===== src/rtl/irq_cap_pkg.sv =====
package irq_cap_pkg;
  localparam int EVT_W_DEF  = 16;
  localparam int ADDR_W_DEF = 8;
  localparam logic [7:0] ADDR_RISE_ARM = 8'h5E;
  localparam logic [7:0] ADDR_FALL_ARM = 8'h60;
  localparam logic [7:0] ADDR_PEND_CLR = 8'h62;
  localparam int EVT_CONV_DONE = 11;
  localparam int EVT_PEN_PLUS_X = 12;
endpackage


===== src/rtl/evt_edge_detect.sv =====
module evt_edge_detect #(
  parameter int W = 16
) (
  input  logic         clk,
  input  logic         rst_n,
  input  logic [W-1:0] evt_i,
  output logic [W-1:0] rise_o,
  output logic [W-1:0] fall_o
);
  logic [W-1:0] meta_q, sync_q, prev_q;

  always_ff @(posedge clk or negedge rst_n) begin
    if (!rst_n) begin
      meta_q <= '0;
      sync_q <= '0;
      prev_q <= '0;
    end else begin
      meta_q <= evt_i;
      sync_q <= meta_q;
      prev_q <= sync_q;
    end
  end

  assign rise_o = sync_q & ~prev_q;
  assign fall_o = ~sync_q & prev_q;
endmodule


===== src/rtl/irq_status_bank.sv =====
module irq_status_bank #(
  parameter int W = 16
) (
  input  logic         clk,
  input  logic         rst_n,
  input  logic [W-1:0] rise_i,
  input  logic [W-1:0] fall_i,
  input  logic [W-1:0] rise_arm_i,
  input  logic [W-1:0] fall_arm_i,
  input  logic [W-1:0] clr_mask_i,
  output logic [W-1:0] pend_o,
  output logic         irq_o
);
  logic [W-1:0] pend_q;

  for (genvar n = 0; n < W; n++) begin : g_bit
    logic hit;
    assign hit = (rise_i[n] & rise_arm_i[n]) | (fall_i[n] & fall_arm_i[n]);
    always_ff @(posedge clk or negedge rst_n) begin
      if (!rst_n)              pend_q[n] <= 1'b0;
      else if (clr_mask_i[n])  pend_q[n] <= 1'b0;
      else if (hit)            pend_q[n] <= 1'b1;
    end
  end

  always_ff @(posedge clk or negedge rst_n) begin
    if (!rst_n) irq_o <= 1'b0;
    else        irq_o <= |pend_q;
  end

  assign pend_o = pend_q;


  clr_blocks_set_chk: assert property (@(posedge clk) disable iff (!rst_n)
    (clr_mask_i != '0) |=> ((pend_q & $past(clr_mask_i)) == '0));


  pend_sticky_chk: assert property (@(posedge clk) disable iff (!rst_n)
    (pend_q != '0) |=> (($past(pend_q) & ~$past(clr_mask_i) & ~pend_q) == '0));
endmodule


===== src/rtl/irq_ctrl_regs.sv =====
module irq_ctrl_regs
  import irq_cap_pkg::*;
#(
  parameter int W      = 16,
  parameter int ADDR_W = 8
) (
  input  logic              clk,
  input  logic              rst_n,
  input  logic              wr_i,
  input  logic [ADDR_W-1:0] addr_i,
  input  logic [W-1:0]      wdata_i,
  input  logic [W-1:0]      pend_i,
  output logic [W-1:0]      rise_arm_o,
  output logic [W-1:0]      fall_arm_o,
  output logic [W-1:0]      clr_mask_o,
  output logic [W-1:0]      rdata_o
);
  localparam logic [ADDR_W-1:0] A_RISE = ADDR_W'(ADDR_RISE_ARM);
  localparam logic [ADDR_W-1:0] A_FALL = ADDR_W'(ADDR_FALL_ARM);
  localparam logic [ADDR_W-1:0] A_PEND = ADDR_W'(ADDR_PEND_CLR);

  always_ff @(posedge clk or negedge rst_n) begin
    if (!rst_n) begin
      rise_arm_o <= '0;
      fall_arm_o <= '0;
      clr_mask_o <= '0;
    end else if (wr_i) begin
      case (addr_i)
        A_RISE:  rise_arm_o <= wdata_i;
        A_FALL:  fall_arm_o <= wdata_i;
        A_PEND:  clr_mask_o <= wdata_i;
        default: ;
      endcase
    end
  end

  always_comb begin
    case (addr_i)
      A_RISE:  rdata_o = rise_arm_o;
      A_FALL:  rdata_o = fall_arm_o;
      A_PEND:  rdata_o = pend_i;
      default: rdata_o = '0;
    endcase
  end


  arm_load_chk: assert property (@(posedge clk) disable iff (!rst_n)
    (wr_i && addr_i == A_RISE) |=> (rise_arm_o == $past(wdata_i)));
endmodule


===== src/rtl/edge_irq_capture.sv =====
module edge_irq_capture
  import irq_cap_pkg::*;
#(
  parameter int EVT_W  = EVT_W_DEF,
  parameter int ADDR_W = ADDR_W_DEF
) (
  input  logic              clk,
  input  logic              rst_n,
  input  logic [EVT_W-1:0]  evt_i,
  input  logic              reg_wr_i,
  input  logic [ADDR_W-1:0] reg_addr_i,
  input  logic [EVT_W-1:0]  reg_wdata_i,
  output logic [EVT_W-1:0]  reg_rdata_o,
  output logic              irq_o
);
  logic [EVT_W-1:0] rise, fall, rise_arm, fall_arm, clr_mask, pend;

  evt_edge_detect #(.W(EVT_W)) u_edge (
    .clk(clk), .rst_n(rst_n), .evt_i(evt_i), .rise_o(rise), .fall_o(fall)
  );

  irq_ctrl_regs #(.W(EVT_W), .ADDR_W(ADDR_W)) u_regs (
    .clk(clk), .rst_n(rst_n), .wr_i(reg_wr_i), .addr_i(reg_addr_i),
    .wdata_i(reg_wdata_i), .pend_i(pend), .rise_arm_o(rise_arm),
    .fall_arm_o(fall_arm), .clr_mask_o(clr_mask), .rdata_o(reg_rdata_o)
  );

  irq_status_bank #(.W(EVT_W)) u_bank (
    .clk(clk), .rst_n(rst_n), .rise_i(rise), .fall_i(fall),
    .rise_arm_i(rise_arm), .fall_arm_i(fall_arm), .clr_mask_i(clr_mask),
    .pend_o(pend), .irq_o(irq_o)
  );


  irq_follows_pend_chk: assert property (@(posedge clk) disable iff (!rst_n)
    1'b1 |=> (irq_o == $past(|pend)));
endmodule


===== config.mk =====
export PLATFORM = sky130hd
export DESIGN_NAME = edge_irq_capture
export DESIGN_NICKNAME = d
export VERILOG_FILES = /design/src/rtl/irq_cap_pkg.sv /design/src/rtl/evt_edge_detect.sv /design/src/rtl/irq_status_bank.sv /design/src/rtl/irq_ctrl_regs.sv /design/src/rtl/edge_irq_capture.sv
export SDC_FILE = /design/constraint.sdc
export NUM_CORES = 1
export LEC_CHECK = 0
export BUFFER_PORTS_ARGS = -buffer_cell sky130_fd_sc_hd__clkbuf_2
export CAP_MARGIN = 25
export CORE_MARGIN = 4
export CORE_UTILIZATION = 28
export CTS_CLUSTER_SIZE = 30
export DETAILED_ROUTE_END_ITERATION = 10
export SLEW_MARGIN = 20
export SYNTH_ARGS = -nofsm -noshare
export SYNTH_HDL_FRONTEND = slang
export SYNTH_HIERARCHICAL = 1
export SYNTH_SLANG_ARGS = --single-unit
export TNS_END_PERCENT = 30

===== constraint.sdc =====
create_clock -name clk -period 1.61 [get_ports clk]
set_input_delay 0.2415 -clock clk [delete_from_list [all_inputs] [get_ports clk]]
set_output_delay 0.2415 -clock clk [all_outputs]
set_load 0.05 [all_outputs]

# Word level (Yosys, flattened, before mapping)
# Cells that the tools add are included.
[classes] div=0 order_cmp=0 eq_ne=3 addsub=0 mul=0 bitwise=52 shifts=0 n_reduce_logical=20 muxes=33
[op_table] operator="$pmux 16 s3" n=1
[op_table] operator="$and 1x1->1" n=32
[op_table] operator="$and 16x16->16" n=2
[op_table] operator="$mux 1" n=32
[op_table] operator="$not 16->16" n=2
[op_table] operator="$reduce_bool 2->1" n=16
[op_table] operator="$eq 8x7->1 const B" n=3
[op_table] operator="$or 1x1->1" n=16
[op_table] operator="$reduce_or 16->1" n=1
[op_table] operator="$reduce_and 2->1" n=3
[word_totals] inputBits=43 memories=0 elab_cells=131 mem_bits_rw=0 rom_bits=0 latchBits=0 register_bits=113 out_inout_bits=17

# Depth between registers and ports, before layout
# Gate-level depths: netlist of the first run.
[depth] word_depth=6 ltp_mapped=5

# Hierarchy
# Netlist of the first run, hierarchy kept.
[by_module_without_submodules] mod="irq_ctrl_regs" cells_per_inst=148 area_per_inst_um2=2259.7 n_inst=1
[by_module_without_submodules] mod="evt_edge_detect" cells_per_inst=80 area_per_inst_um2=1481.4 n_inst=1
[by_module_without_submodules] mod="irq_status_bank" cells_per_inst=54 area_per_inst_um2=656.9 n_inst=1

# Worst setup path after synthesis of the first run
# OpenSTA, ideal clock, no wires.
[synth_path] path_type="input port to output port" from="input reg_addr_i[0]" to="output reg_rdata_o[0]" path_slack_ns=-0.332 arrival_time_ns=1.701 stages=5 n_path_buf=2 t_required_ns=1.368 cell_sequence="nor4b_1 > and2_0 > buf_2 > buf_4 > a221o_1"
[synth_between] elab_chain_len=2 word_cells_on_any_way=4 cone_classes="eq/ne: 3; mux: 1"
[synth_rtl] element="start: declaration" line="edge_irq_capture.sv:11" rtl="input logic [ADDR_W-1:0] reg_addr_i,"
[synth_rtl] element="$eq 8x7->1" line="irq_ctrl_regs.sv:38" rtl="case (addr_i)"
[synth_rtl] element="$pmux 16 s3 *" line="irq_ctrl_regs.sv:38"
[synth_rtl] element="end: declaration" line="edge_irq_capture.sv:13" rtl="output logic [EVT_W-1:0] reg_rdata_o,"
# Every way passes the cells marked *; elsewhere a longest branch is shown, timed or not.

# Worst setup path after layout of the first run
[layout_path] from="register u_bank.pend_q[13] (netlist: u_bank/pend_o[13])" to="output reg_rdata_o[13]"
[layout_between] elab_chain_len=1
[layout_rtl] element="start: declaration" line="irq_status_bank.sv:14" rtl="logic [W-1:0] pend_q;"
[layout_rtl] element="start signal: indexed assignment" line="irq_status_bank.sv:20" rtl="if (!rst_n) pend_q[n] <= 1'b0;"
[layout_rtl] element="start signal: indexed assignment" line="irq_status_bank.sv:21" rtl="else if (clr_mask_i[n]) pend_q[n] <= 1'b0;"
[layout_rtl] element="start signal: indexed assignment" line="irq_status_bank.sv:22" rtl="else if (hit) pend_q[n] <= 1'b1;"
[layout_rtl] element="$pmux 16 s3" line="irq_ctrl_regs.sv:38"
# No other way between the ends.

==> results of run 1 <==
[power by group]
part           internal [mW]  switching [mW]
clock                   2.09            1.13
combinational          0.480           0.356
sequential              3.12           0.178
total                   5.69            1.66
[flip-flops by register name (all words and copies together) (netlist names)]
name and cells:
u_bank/pend_o 16, u_edge/meta_q 16, u_edge/prev_q 16, u_edge/sync_q 16
u_regs/clr_mask_o 16, u_regs/fall_arm_o 16, u_regs/rise_arm_o 16, u_bank/irq_o 1
[final cells by class]
cell class / instances / area (um^2) / area share
clock buffer: 28 / 507 / 0.0828
inverter: 1 / 3.75 / 0.000613
multi-input combinational: 159 / 1540 / 0.252
sequential: 113 / 2830 / 0.462
tap: 211 / 264 / 0.0431
timing repair buffer: 106 / 975 / 0.159
[routing by layer]
layer / vias to the layer above / routed length [um]
met5: - / 0
met4: 0 / 126
met1: 1411 / 4530
met3: 15 / 513
met2: 70 / 4880
li1: 1270 / -
[logic make-up after synthesis]
group                  after synthesis  synth area share
AO/OA/AOI/OAI                       32            0.0683
buffers and inverters               10            0.0151
multiplexers                        48             0.140
flip-flops                         113             0.643
AND/OR/NAND/NOR                     79             0.134
[cell usage in the layout, fill, tap and decap left out, types with 17 or more instances in the layout]
master,count
sky130_fd_sc_hd__clkbuf_16,17
sky130_fd_sc_hd__buf_4,27
sky130_fd_sc_hd__dlygate4sd3_1,17
sky130_fd_sc_hd__and2b_2,32
sky130_fd_sc_hd__nor2_1,17
sky130_fd_sc_hd__mux2_2,28
sky130_fd_sc_hd__dfrtp_1,113
sky130_fd_sc_hd__clkbuf_2,42
sky130_fd_sc_hd__mux2_4,20
sky130_fd_sc_hd__buf_12,19
[how the worst max path moves through the flow]
stage                                             start         endpoint
after detailed placement                  reg_addr_i[7]  reg_rdata_o[14]
after CTS                 u_bank/pend_o[14]$_DFFE_PN0P_  reg_rdata_o[14]
after floorplan                           reg_addr_i[3]   reg_rdata_o[0]
after global routing      u_bank/pend_o[14]$_DFFE_PN0P_  reg_rdata_o[14]
final                     u_bank/pend_o[13]$_DFFE_PN0P_  reg_rdata_o[13]
after global placement                    reg_addr_i[0]   reg_rdata_o[0]
[what timing repair did]
item	in CTS	in global routing
endpoints found under the setup margin	16	16
pin swaps	0	0
buffers inserted	7	7
endpoints found under the hold margin	43	0
gates resized for setup	2	2
hold buffers	17	0
==> metrics.log, run 1 <==
[metrics] Total Power Consumption: 7.35 mW
[metrics] count of boundary I/O pins: 60
[metrics] largest clock skew in the final design: 0.00474 ns
[metrics] critical path data arrival time: 1.45 ns
[metrics] count of mapped cells out of synthesis: 282
[metrics] drt drc: 0
[metrics] fraction of the core area covered by cells at the end of the flow: 0.400
[metrics] dominant cells by area after synthesis: sky130_fd_sc_hd__dfrtp_1, sky130_fd_sc_hd__mux2_2, sky130_fd_sc_hd__mux2_4, sky130_fd_sc_hd__and2b_2, sky130_fd_sc_hd__a221o_1
[metrics] number of placement rows: 45
[metrics] overflow left after global routing: 0
[metrics] Tightest Hold Check Type: in -> reg
[metrics] wire length of the first global-routing pass: 16.1 mm
[metrics] worst-case setup margin in the final layout: -0.0815 ns
[metrics] clock input transition at the sequential cells of the worst setup and hold paths: 0.05 ns
[metrics] most used routing layer in global routing: met2
[metrics] power per unit of standard cell area: 1200 nW/um^2
[metrics] number of vias per cell after detailed routing: 4.48
[metrics] number of antenna-violating nets in the routed design: 0
[metrics] highest fanout seen on the critical path: 2
[metrics] # nets final: 441
[metrics] Primary FF master, synth: sky130_fd_sc_hd__dfrtp_1
[metrics] fraction of synthesis flops using an asynchronous set or reset pin: 1.00
[metrics] core region area: 15300 um^2
[metrics] post-DR wirelength/cell: 16.3 um
[metrics] HPWL Detailed: 6.89 mm
[metrics] area share of the largest cell type after synthesis: 0.643
[metrics] post-synthesis net count: 325
[metrics] Global Route Usage Sum: 0.118
[metrics] TritonCTS clock tree: built
[metrics] Cell Count, Final, Fillers Out: 618
[metrics] slowest stage delay, CP: 0.39 ns
[metrics] number of design-rule violations left by the first detailed-router iteration: 190
[metrics] worst max-slew margin expressed relative to the limit: 0.725
[metrics] buffer type at the clock tree root: sky130_fd_sc_hd__clkbuf_16
[metrics] failing checks: setup timing
[metrics] Hold Startpoint: reg_wdata_i[12]
[metrics] R2R Setup Slk: 0.26 ns
[metrics] gate family responsible for the most delay along the worst path: flip-flops
[metrics] height of the chip: 133 um
[metrics] sequential-to-total area share from yosys stat: 0.643
[metrics] Routability Congestion: 0.753
[metrics] slew at the pin closest to its max-slew limit: 0.412 ns
[metrics] starting density of the core: 0.287
[metrics] fill cell total of the finished layout: 1445
[metrics] number of cells on the critical path: 3
[metrics] critical path buffer and inverter count: 1
[metrics] cell count after placement: 559
[metrics] R2R cell count: 4
[metrics] final design area excluding fillers: 6120 um^2
[metrics] number of buffer cells added on primary ports: 59
[metrics] nature of the critical path endpoint: output port
[metrics] Hold Violations, Final: 0
[metrics] Avg Cell Area, Syn: 15.6 um^2
[metrics] VDD IR max: 0.740 mV
[metrics] via count of the first global-routing pass: 3002
[metrics] TritonCTS Sinks: 113
[metrics] Clk Latency, worst-skew pair: 0.41 ns
[metrics] Lkg Pwr: 3.01 nW
[metrics] #FFs+latches synth: 113
[metrics] total of warnings raised by yosys: 6
[metrics] met1 track utilization from global routing: 0.147
[metrics] top-count cell post-synth: sky130_fd_sc_hd__dfrtp_1
[metrics] number of vias in the routed layout: 2766
[metrics] H-Tree Depth: 4
[metrics] Worst EP required: 1.37 ns
[metrics] path type of the worst setup path: reg -> out
[metrics] Syn-to-layout area delta: 39.1%
[metrics] Max-cap violations: 0
[metrics] reg2reg end: u_bank/irq_o$_DFF_PN0_
[metrics] worst-case hold slack: 0.106 ns
[metrics] met2 layer usage reported by global route: 0.186
[metrics] largest net degree at the start of global routing: 45
[metrics] Critical Path, Cell by Cell: and3_1 -> a221o_2 -> buf_12
[metrics] antenna fix cells: 0
[metrics] number of antenna violations at the first check in global routing: 0
[metrics] die area: 17800 um^2
[metrics] startpoint type of the worst setup path: flop
[metrics] number of buffers added by the clock tree synthesis step: 17
[metrics] highest attainable clock frequency: 591 MHz
[metrics] synthesized cell area: 4400 um^2
[metrics] minimum clock period: 1.69 ns
[metrics] fraction of layout instances using a drive strength above 1: 0.518
[metrics] commonest cells in the netlist: sky130_fd_sc_hd__dfrtp_1, sky130_fd_sc_hd__and2b_2, sky130_fd_sc_hd__mux2_2
[metrics] pre-CTS setup slack: -0.129 ns
[metrics] outcome: complete, but fails checks
[metrics] ratio of final minimum period to clock period: 1.05
[metrics] unrepaired setup endpoints after global routing: true
[metrics] library cell occupying the most area in the post-synthesis netlist: sky130_fd_sc_hd__dfrtp_1
[metrics] worst flop-to-flop path startpoint: u_bank/pend_o[2]$_DFFE_PN0P_
[metrics] number of cells traversed by the worst hold path: 2
[metrics] worst-path cell with the longest stage delay: sky130_fd_sc_hd__dfrtp_1
[metrics] router iterations before antenna repair: 7
[metrics] Endpoint, Worst Hold: u_regs/clr_mask_o[12]$_DFFE_PN0P_
[metrics] Placement Cell Area: 5320 um^2
[metrics] WL final: 10.0 mm
[metrics] TNS Setup: -1.05 ns
[metrics] count of flip-flops with a built-in enable after synthesis: 0
[metrics] number of pins with negative max-slew slack in the final report: 0
[metrics] CTS Buffer Depth: 2
[metrics] met3 Use GR: 0.0495
[metrics] final setup fails: 16
[metrics] number of library cell types mapped by synthesis: 23
[metrics] die extent in x: 133 um
(Power assumes the default switching activity.)
==> inputs of run 2 (changes only) <==
- clock period: 1.61 -> 2.2 ns (I/O delays scaled with it)
==> run 2 against run 1 <==
Compared with the run above: the flow finishes with violations (hold timing); clock power down 6%; worst setup slack better by 0.32 ns; via count down 4.4%; utilization down 1.6 points; critical endpoint is now reg_rdata_o[1]; largest cell class unchanged.
==> metrics.log, run 2 (synthesis results as in run 1) <==
[metrics] outcome: complete, but fails checks
[metrics] failing checks: hold timing
[metrics] largest clock skew in the final design: 0.0124 ns (+0.00769 ns)
[metrics] Routability Congestion: 0.683 (-9.3%)
[metrics] number of design-rule violations left by the first detailed-router iteration: 118 (-38%)
[metrics] Post-CTS Setup Bufs: 0 (-7)
[metrics] highest fanout seen on the critical path: 16 (+14)
[metrics] height of the chip: 133 um (unchanged)
[metrics] HPWL Detailed: 6.19 mm (-10%)
[metrics] Tightest Hold Check Type: in -> async
[metrics] drt drc: 0 (unchanged)
[metrics] via count of the first global-routing pass: 2952 (-1.7%)
[metrics] final design area excluding fillers: 5880 um^2 (-3.9%)
[metrics] H-Tree Depth: 4 (unchanged)
[metrics] antenna fix cells: 0 (unchanged)
[metrics] Resized Gates After CTS: 0 (-2)
[metrics] TritonCTS clock tree: built
[metrics] Syn-to-layout area delta: 33.7%
[metrics] number of buffers added by the clock tree synthesis step: 17 (unchanged)
[metrics] wire length of the first global-routing pass: 15.6 mm (-3.4%)
[metrics] TritonCTS Sinks: 113 (unchanged)
[metrics] minimum clock period: 1.96 ns
[metrics] most frequent cells in the layout: sky130_fd_sc_hd__dfrtp_1, sky130_fd_sc_hd__clkbuf_2, sky130_fd_sc_hd__and2b_2
[metrics] VDD IR max: 0.600 mV (-19%)
[metrics] Global Route Usage Sum: 0.114 (-0.00389)
[metrics] number of buffer cells added on primary ports: 59 (unchanged)
[metrics] router iterations before antenna repair: 4 (-3)
[metrics] CTS Buffer Depth: 2 (unchanged)
[metrics] number of vias in the routed layout: 2644 (-4.4%)
[metrics] Worst EP required: 1.87 ns (+0.50 ns)
[metrics] largest net degree at the start of global routing: 114 (+150%)
[metrics] Placement Cell Area: 5220 um^2 (-1.9%)
[metrics] Clk Latency, worst-skew pair: 0.40 ns (about the same)
[metrics] path type of the worst setup path: in -> out
[metrics] number of placement rows: 45 (unchanged)
[metrics] number of vias per cell after detailed routing: 4.54 (+1.5%)
[metrics] die extent in x: 133 um (unchanged)
[metrics] Cell Count, Final, Fillers Out: 582 (-5.8%)
[metrics] buffer type at the clock tree root: sky130_fd_sc_hd__clkbuf_16
[metrics] number of antenna-violating nets in the routed design: 0 (unchanged)
[metrics] Hold Violations, Final: 10 (+10)
[metrics] ratio of final minimum period to clock period: 0.893
[metrics] commonest non-fill, non-tap cell in the layout: sky130_fd_sc_hd__dfrtp_1
[metrics] count of boundary I/O pins: 60 (unchanged)
[metrics] worst max-slew margin expressed relative to the limit: 0.588 (-0.137)
[metrics] unrepaired setup endpoints after global routing: false
[metrics] area occupied by registers: 2830 um^2 (unchanged)
[metrics] TNS Setup: 0 ns (+1.05 ns)
[metrics] slew at the pin closest to its max-slew limit: 0.617 ns (+0.206 ns)
[metrics] critical path data arrival time: 1.63 ns (+0.18 ns)
[metrics] startpoint type of the worst setup path: input port
[metrics] fraction of layout instances using a drive strength above 1: 0.485 (-0.0333)
[metrics] fill cell total of the finished layout: 1445 (unchanged)
[metrics] final setup fails: 0 (-16)
[metrics] number of hold buffers added after CTS: 0 (-17)
[metrics] power per unit of standard cell area: 996 nW/um^2 (-17%)
[metrics] cell count after placement: 551 (-1.4%)
[metrics] Max-cap violations: 0 (unchanged)
[metrics] die area: 17800 um^2 (unchanged)
[metrics] Multi-input gate area: 1500 um^2 (-2.5%)
[metrics] overflow left after global routing: 0 (unchanged)
[metrics] core region area: 15300 um^2 (unchanged)
[metrics] worst-case hold slack: -0.0292 ns (-0.135 ns)
[metrics] WL final: 9.48 mm (-5.6%)
[metrics] number of antenna violations at the first check in global routing: 0 (unchanged)
[metrics] clock input transition at the sequential cells of the worst setup and hold paths: 0.05 ns (about the same)
[metrics] # nets final: 402 (-8.8%)
[metrics] starting density of the core: 0.287 (unchanged)
[metrics] highest attainable clock frequency: 509 MHz
[metrics] nature of the critical path endpoint: output port
[metrics] number of pins with negative max-slew slack in the final report: 0 (unchanged)
[metrics] post-DR wirelength/cell: 16.3 um (+0.25%)
[metrics] Lkg Pwr: 2.87 nW (-4.4%)
run 2: cell count changes in the layout (fill, tap and decap cells not counted), sizes merged:
| cell | change |
|---|---|
| dlygate4sd3 | -17 |
| buf | -22 |
| clkinvlp | +2 |
| clkbuf | -8 |
| bufinv | +6 |
| clkinv | +3 |
run 2: worst paths after layout:
path | startpoint | cells past startpoint | slack (ns) | end
min in group clk | evt_i[0] | 1 | 0.03 | u_edge/meta_q[0]$_DFF_PN0_
worst min register to register | u_edge/meta_q[7]$_DFF_PN0_ | 0 | 0.35 | u_edge/sync_q[7]$_DFF_PN0_
worst min-delay path | rst_n | 2 | -0.03 | u_edge/meta_q[3]$_DFF_PN0_
worst max-delay path | reg_addr_i[0] | 6 | 0.24 | reg_rdata_o[1]
worst max register to register | u_bank/pend_o[2]$_DFFE_PN0P_ | 2 | 1.01 | u_bank/irq_o$_DFF_PN0_
max in group asynchronous | rst_n | 2 | 1.73 | u_regs/fall_arm_o[15]$_DFFE_PN0P_
run 2: per-stage QoR:
step | util | hold WS (ns) | setup slack (ns) | power, mW
global route | 0.384 | 0.0112 | 0.120 | 6.10
detailed placement | 0.341 | 0.336 | 0.216 | 2.86
CTS | 0.384 | 0.0116 | 0.205 | 5.94
finish | 0.384 | -0.0292 | 0.236 | 5.85
global placement | 0.341 | 0.333 | 0.230 | 2.84
floorplan | - | 0.0344 | 0.0806 | 2.64
run 2: area by class of cell:
| class | instances | area share |
|---|---|---|
| clock inverters | 11 | 0.0358 |
| inverters | 1 | 0.000638 |
| flip-flops and latches | 113 | 0.481 |
| multi-input cells | 159 | 0.256 |
| well taps | 211 | 0.0449 |
| repair buffers | 67 | 0.106 |
| clock buffers | 20 | 0.0760 |
run 2: metal layers:
layer / vias to the layer above / global-route usage / share of wire
met5: - / 0 / 0
met4: 0 / 0.0497 / 0.012
met3: 9 / 0.0434 / 0.051
met2: 62 / 0.183 / 0.49
met1: 1370 / 0.138 / 0.44
li1: 1203 / - / -
run 2: worst max-delay path, cell delays in order:
cell,delay [ns]
sky130_fd_sc_hd__clkbuf_2,0.09
sky130_fd_sc_hd__nor4b_1,0.38
sky130_fd_sc_hd__and2_0,0.25
sky130_fd_sc_hd__buf_12,0.18
sky130_fd_sc_hd__a221o_1,0.24
sky130_fd_sc_hd__buf_12,0.15
run 2: report_power, final:
| part | internal, mW | leakage [nW] | switching [mW] |
|---|---|---|---|
| logic | 0.197 | 1.12 | 0.187 |
| clock network | 2.14 | 0.316 | 0.898 |
| registers | 2.28 | 1.43 | 0.148 |
| total | 4.62 | 2.87 | 1.23 |
==> inputs of run 3 (changes only) <==
- BUFFER_PORTS_ARGS: -buffer_cell sky130_fd_sc_hd__clkbuf_2 -> -buffer_cell sky130_fd_sc_hd__buf_2
==> run 3 against run 2 <==
Compared with the run above: the run now ends clean; sequential share of layout area rose by 2.4 points; routed wire length rose by 5.8%; maximum frequency fell by 2.6%; clock power fell by 14%; clock-buffer cell count did not move; via count rose by 1.7%; sequential power barely moved; first-iteration DRC count rose by 18%; non-clock buffer count rose by 2; cell area fell by 4.7%.
==> metrics.log, run 3 (synthesis results as in run 1) <==
[metrics] outcome: finished, final reports clean
[metrics] Max-cap violations: 0 (unchanged)
[metrics] Global Route Usage Sum: 0.118 (+0.00406)
[metrics] highest attainable clock frequency: 496 MHz (-2.6%)
[metrics] fraction of the core area covered by cells at the end of the flow: 0.366 (-0.0180)
[metrics] path type of the worst setup path: in -> out
[metrics] unrepaired setup endpoints after global routing: false
[metrics] HPWL Detailed: 6.47 mm (+4.6%)
[metrics] power per unit of standard cell area: 970 nW/um^2 (-2.6%)
[metrics] TritonCTS Sinks: 113 (unchanged)
[metrics] Post-CTS Setup Bufs: 0 (unchanged)
[metrics] WL final: 10.0 mm (+5.8%)
[metrics] most used routing layer in global routing: met2
[metrics] slew at the pin closest to its max-slew limit: 0.659 ns (+0.0417 ns)
[metrics] wire length of the first global-routing pass: 16.0 mm (+2.9%)
[metrics] die area: 17800 um^2 (unchanged)
[metrics] R2R Setup Slk: 0.83 ns (-0.18 ns)
[metrics] Tightest Hold Check Type: in -> reg
[metrics] number of antenna-violating nets in the routed design: 0 (unchanged)
[metrics] cell count after placement: 552 (+0.18%)
[metrics] worst flop-to-flop path startpoint: u_bank/pend_o[5]$_DFFE_PN0P_
[metrics] CTS Buffer Depth: 2 (unchanged)
[metrics] minimum clock period: 2.02 ns (+0.0532 ns)
[metrics] largest net degree at the start of global routing: 58 (-49%)
[metrics] Routability Congestion: 0.722 (+5.7%)
[metrics] R2R cell count: 2 (unchanged)
[metrics] commonest non-fill, non-tap cell in the layout: sky130_fd_sc_hd__dfrtp_1
[metrics] number of design-rule violations left by the first detailed-router iteration: 139 (+18%)
[metrics] startpoint type of the worst setup path: input port
[metrics] number of cells traversed by the worst hold path: 1
[metrics] number of vias per cell after detailed routing: 4.60 (+1.2%)
[metrics] TritonCTS clock tree: built
[metrics] height of the chip: 133 um (unchanged)
[metrics] Hold Startpoint: evt_i[2]
[metrics] TNS Setup: 0 ns (unchanged)
[metrics] most frequent cells in the layout: sky130_fd_sc_hd__dfrtp_1, sky130_fd_sc_hd__buf_2, sky130_fd_sc_hd__and2b_2
[metrics] highest fanout seen on the critical path: 16 (unchanged)
[metrics] Hold Violations, Final: 0 (-10)
[metrics] number of buffers added by the clock tree synthesis step: 17 (unchanged)
[metrics] nature of the critical path endpoint: output port
[metrics] Crit. Startpoint: reg_addr_i[4]
[metrics] buffer type at the clock tree root: sky130_fd_sc_hd__clkbuf_16
[metrics] worst max-slew margin expressed relative to the limit: 0.557 (-0.0318)
[metrics] die extent in x: 133 um (unchanged)
[metrics] final setup fails: 0 (unchanged)
[metrics] met3 Use GR: 0.0431 (-0.000378)
[metrics] VDD IR max: 0.527 mV (-12%)
[metrics] router iterations before antenna repair: 4 (unchanged)
[metrics] Syn-to-layout area delta: 27.4%
[metrics] starting density of the core: 0.287 (unchanged)
[metrics] Lkg Pwr: 2.79 nW (-2.9%)
[metrics] overflow left after global routing: 0 (unchanged)
[metrics] Endpoint, Worst Hold: u_edge/meta_q[2]$_DFF_PN0_
[metrics] # nets final: 404 (+0.50%)
[metrics] pre-CTS setup slack: 0.170 ns (-0.0455 ns)
[metrics] core region area: 15300 um^2 (unchanged)
[metrics] Cell Count, Final, Fillers Out: 585 (+0.52%)
[metrics] drt drc: 0 (unchanged)
[metrics] met1 track utilization from global routing: 0.146 (+0.00811)
[metrics] H-Tree Depth: 4 (unchanged)
[metrics] worst-case hold slack: 0.0295 ns (+0.0586 ns)
[metrics] count of boundary I/O pins: 60 (unchanged)
[metrics] clock input transition at the sequential cells of the worst setup and hold paths: 0.05 ns (about the same)
[metrics] worst-case setup margin in the final layout: 0.183 ns (-0.0532 ns)
[metrics] met2 layer usage reported by global route: 0.190 (+0.00677)
[metrics] number of pins with negative max-slew slack in the final report: 0 (unchanged)
[metrics] reg2reg end: u_bank/irq_o$_DFF_PN0_
[metrics] largest clock skew in the final design: 0.00673 ns (-0.00569 ns)
[metrics] fraction of layout instances using a drive strength above 1: 0.485 (about the same)
[metrics] final design area excluding fillers: 5600 um^2 (-4.7%)
[metrics] Placement Cell Area: 5030 um^2 (-3.7%)
[metrics] number of vias in the routed layout: 2689 (+1.7%)
[metrics] ratio of final minimum period to clock period: 0.917 (+0.0242)
[metrics] post-DR wirelength/cell: 17.1 um (+5.2%)
[metrics] number of buffer cells added on primary ports: 59 (unchanged)
[metrics] critical path data arrival time: 1.69 ns (+0.06 ns)
[metrics] number of antenna violations at the first check in global routing: 0 (unchanged)
[metrics] Clk Latency, worst-skew pair: 0.40 ns (about the same)
[metrics] via count of the first global-routing pass: 2986 (+1.2%)
[metrics] Worst EP required: 1.87 ns (about the same)
[metrics] Total Power Consumption: 5.44 mW (-7.1%)
[metrics] number of placement rows: 45 (unchanged)
==> run 3: per-layer routing <==
layer / routed length, um / share of wire
met1: 4480 / 0.45
met2: 4980 / 0.50
met3: 419 / 0.042
met4: 151 / 0.015
met5: 0 / 0
==> run 3: final cells by class <==
| cell class | instances | area [um^2] |
|---|---|---|
| fillers | 1507 | 9710 |
| flip-flops and latches | 113 | 2830 |
| multi-input cells | 159 | 1500 |
| clock buffers | 20 | 447 |
| repair buffers | 69 | 440 |
| well taps | 211 | 264 |
| clock inverters | 11 | 115 |
| inverters | 1 | 3.75 |
| diodes | 1 | 2.50 |
==> run 3: what timing repair did <==
action                    CTS  global route
hold buffers                1             0
gates resized for setup     0             0
hold endpoints to repair   28             0
==> run 3: how the worst max path moves through the flow <==
stage                      endpoint  cells after the start
finish               reg_rdata_o[2]                      6
floorplan            reg_rdata_o[0]                      5
global route        reg_rdata_o[14]                      6
global placement     reg_rdata_o[0]                      6
CTS                 reg_rdata_o[14]                      6
detailed placement   reg_rdata_o[0]                      6
==> run 3: worst max-delay path, cell delays in order <==
cell	delay [ns]
sky130_fd_sc_hd__buf_2	0.12
sky130_fd_sc_hd__nor4b_4	0.35
sky130_fd_sc_hd__and2_0	0.24
sky130_fd_sc_hd__buf_12	0.18
sky130_fd_sc_hd__a221o_1	0.19
sky130_fd_sc_hd__buf_2	0.27
==> run 3: power breakdown <==
| part | internal (mW) | leakage, nW | switching [mW] |
|---|---|---|---|
| Clock | 1.67 | 0.267 | 0.927 |
| Sequential | 2.28 | 1.43 | 0.158 |
| Combinational | 0.198 | 1.09 | 0.194 |
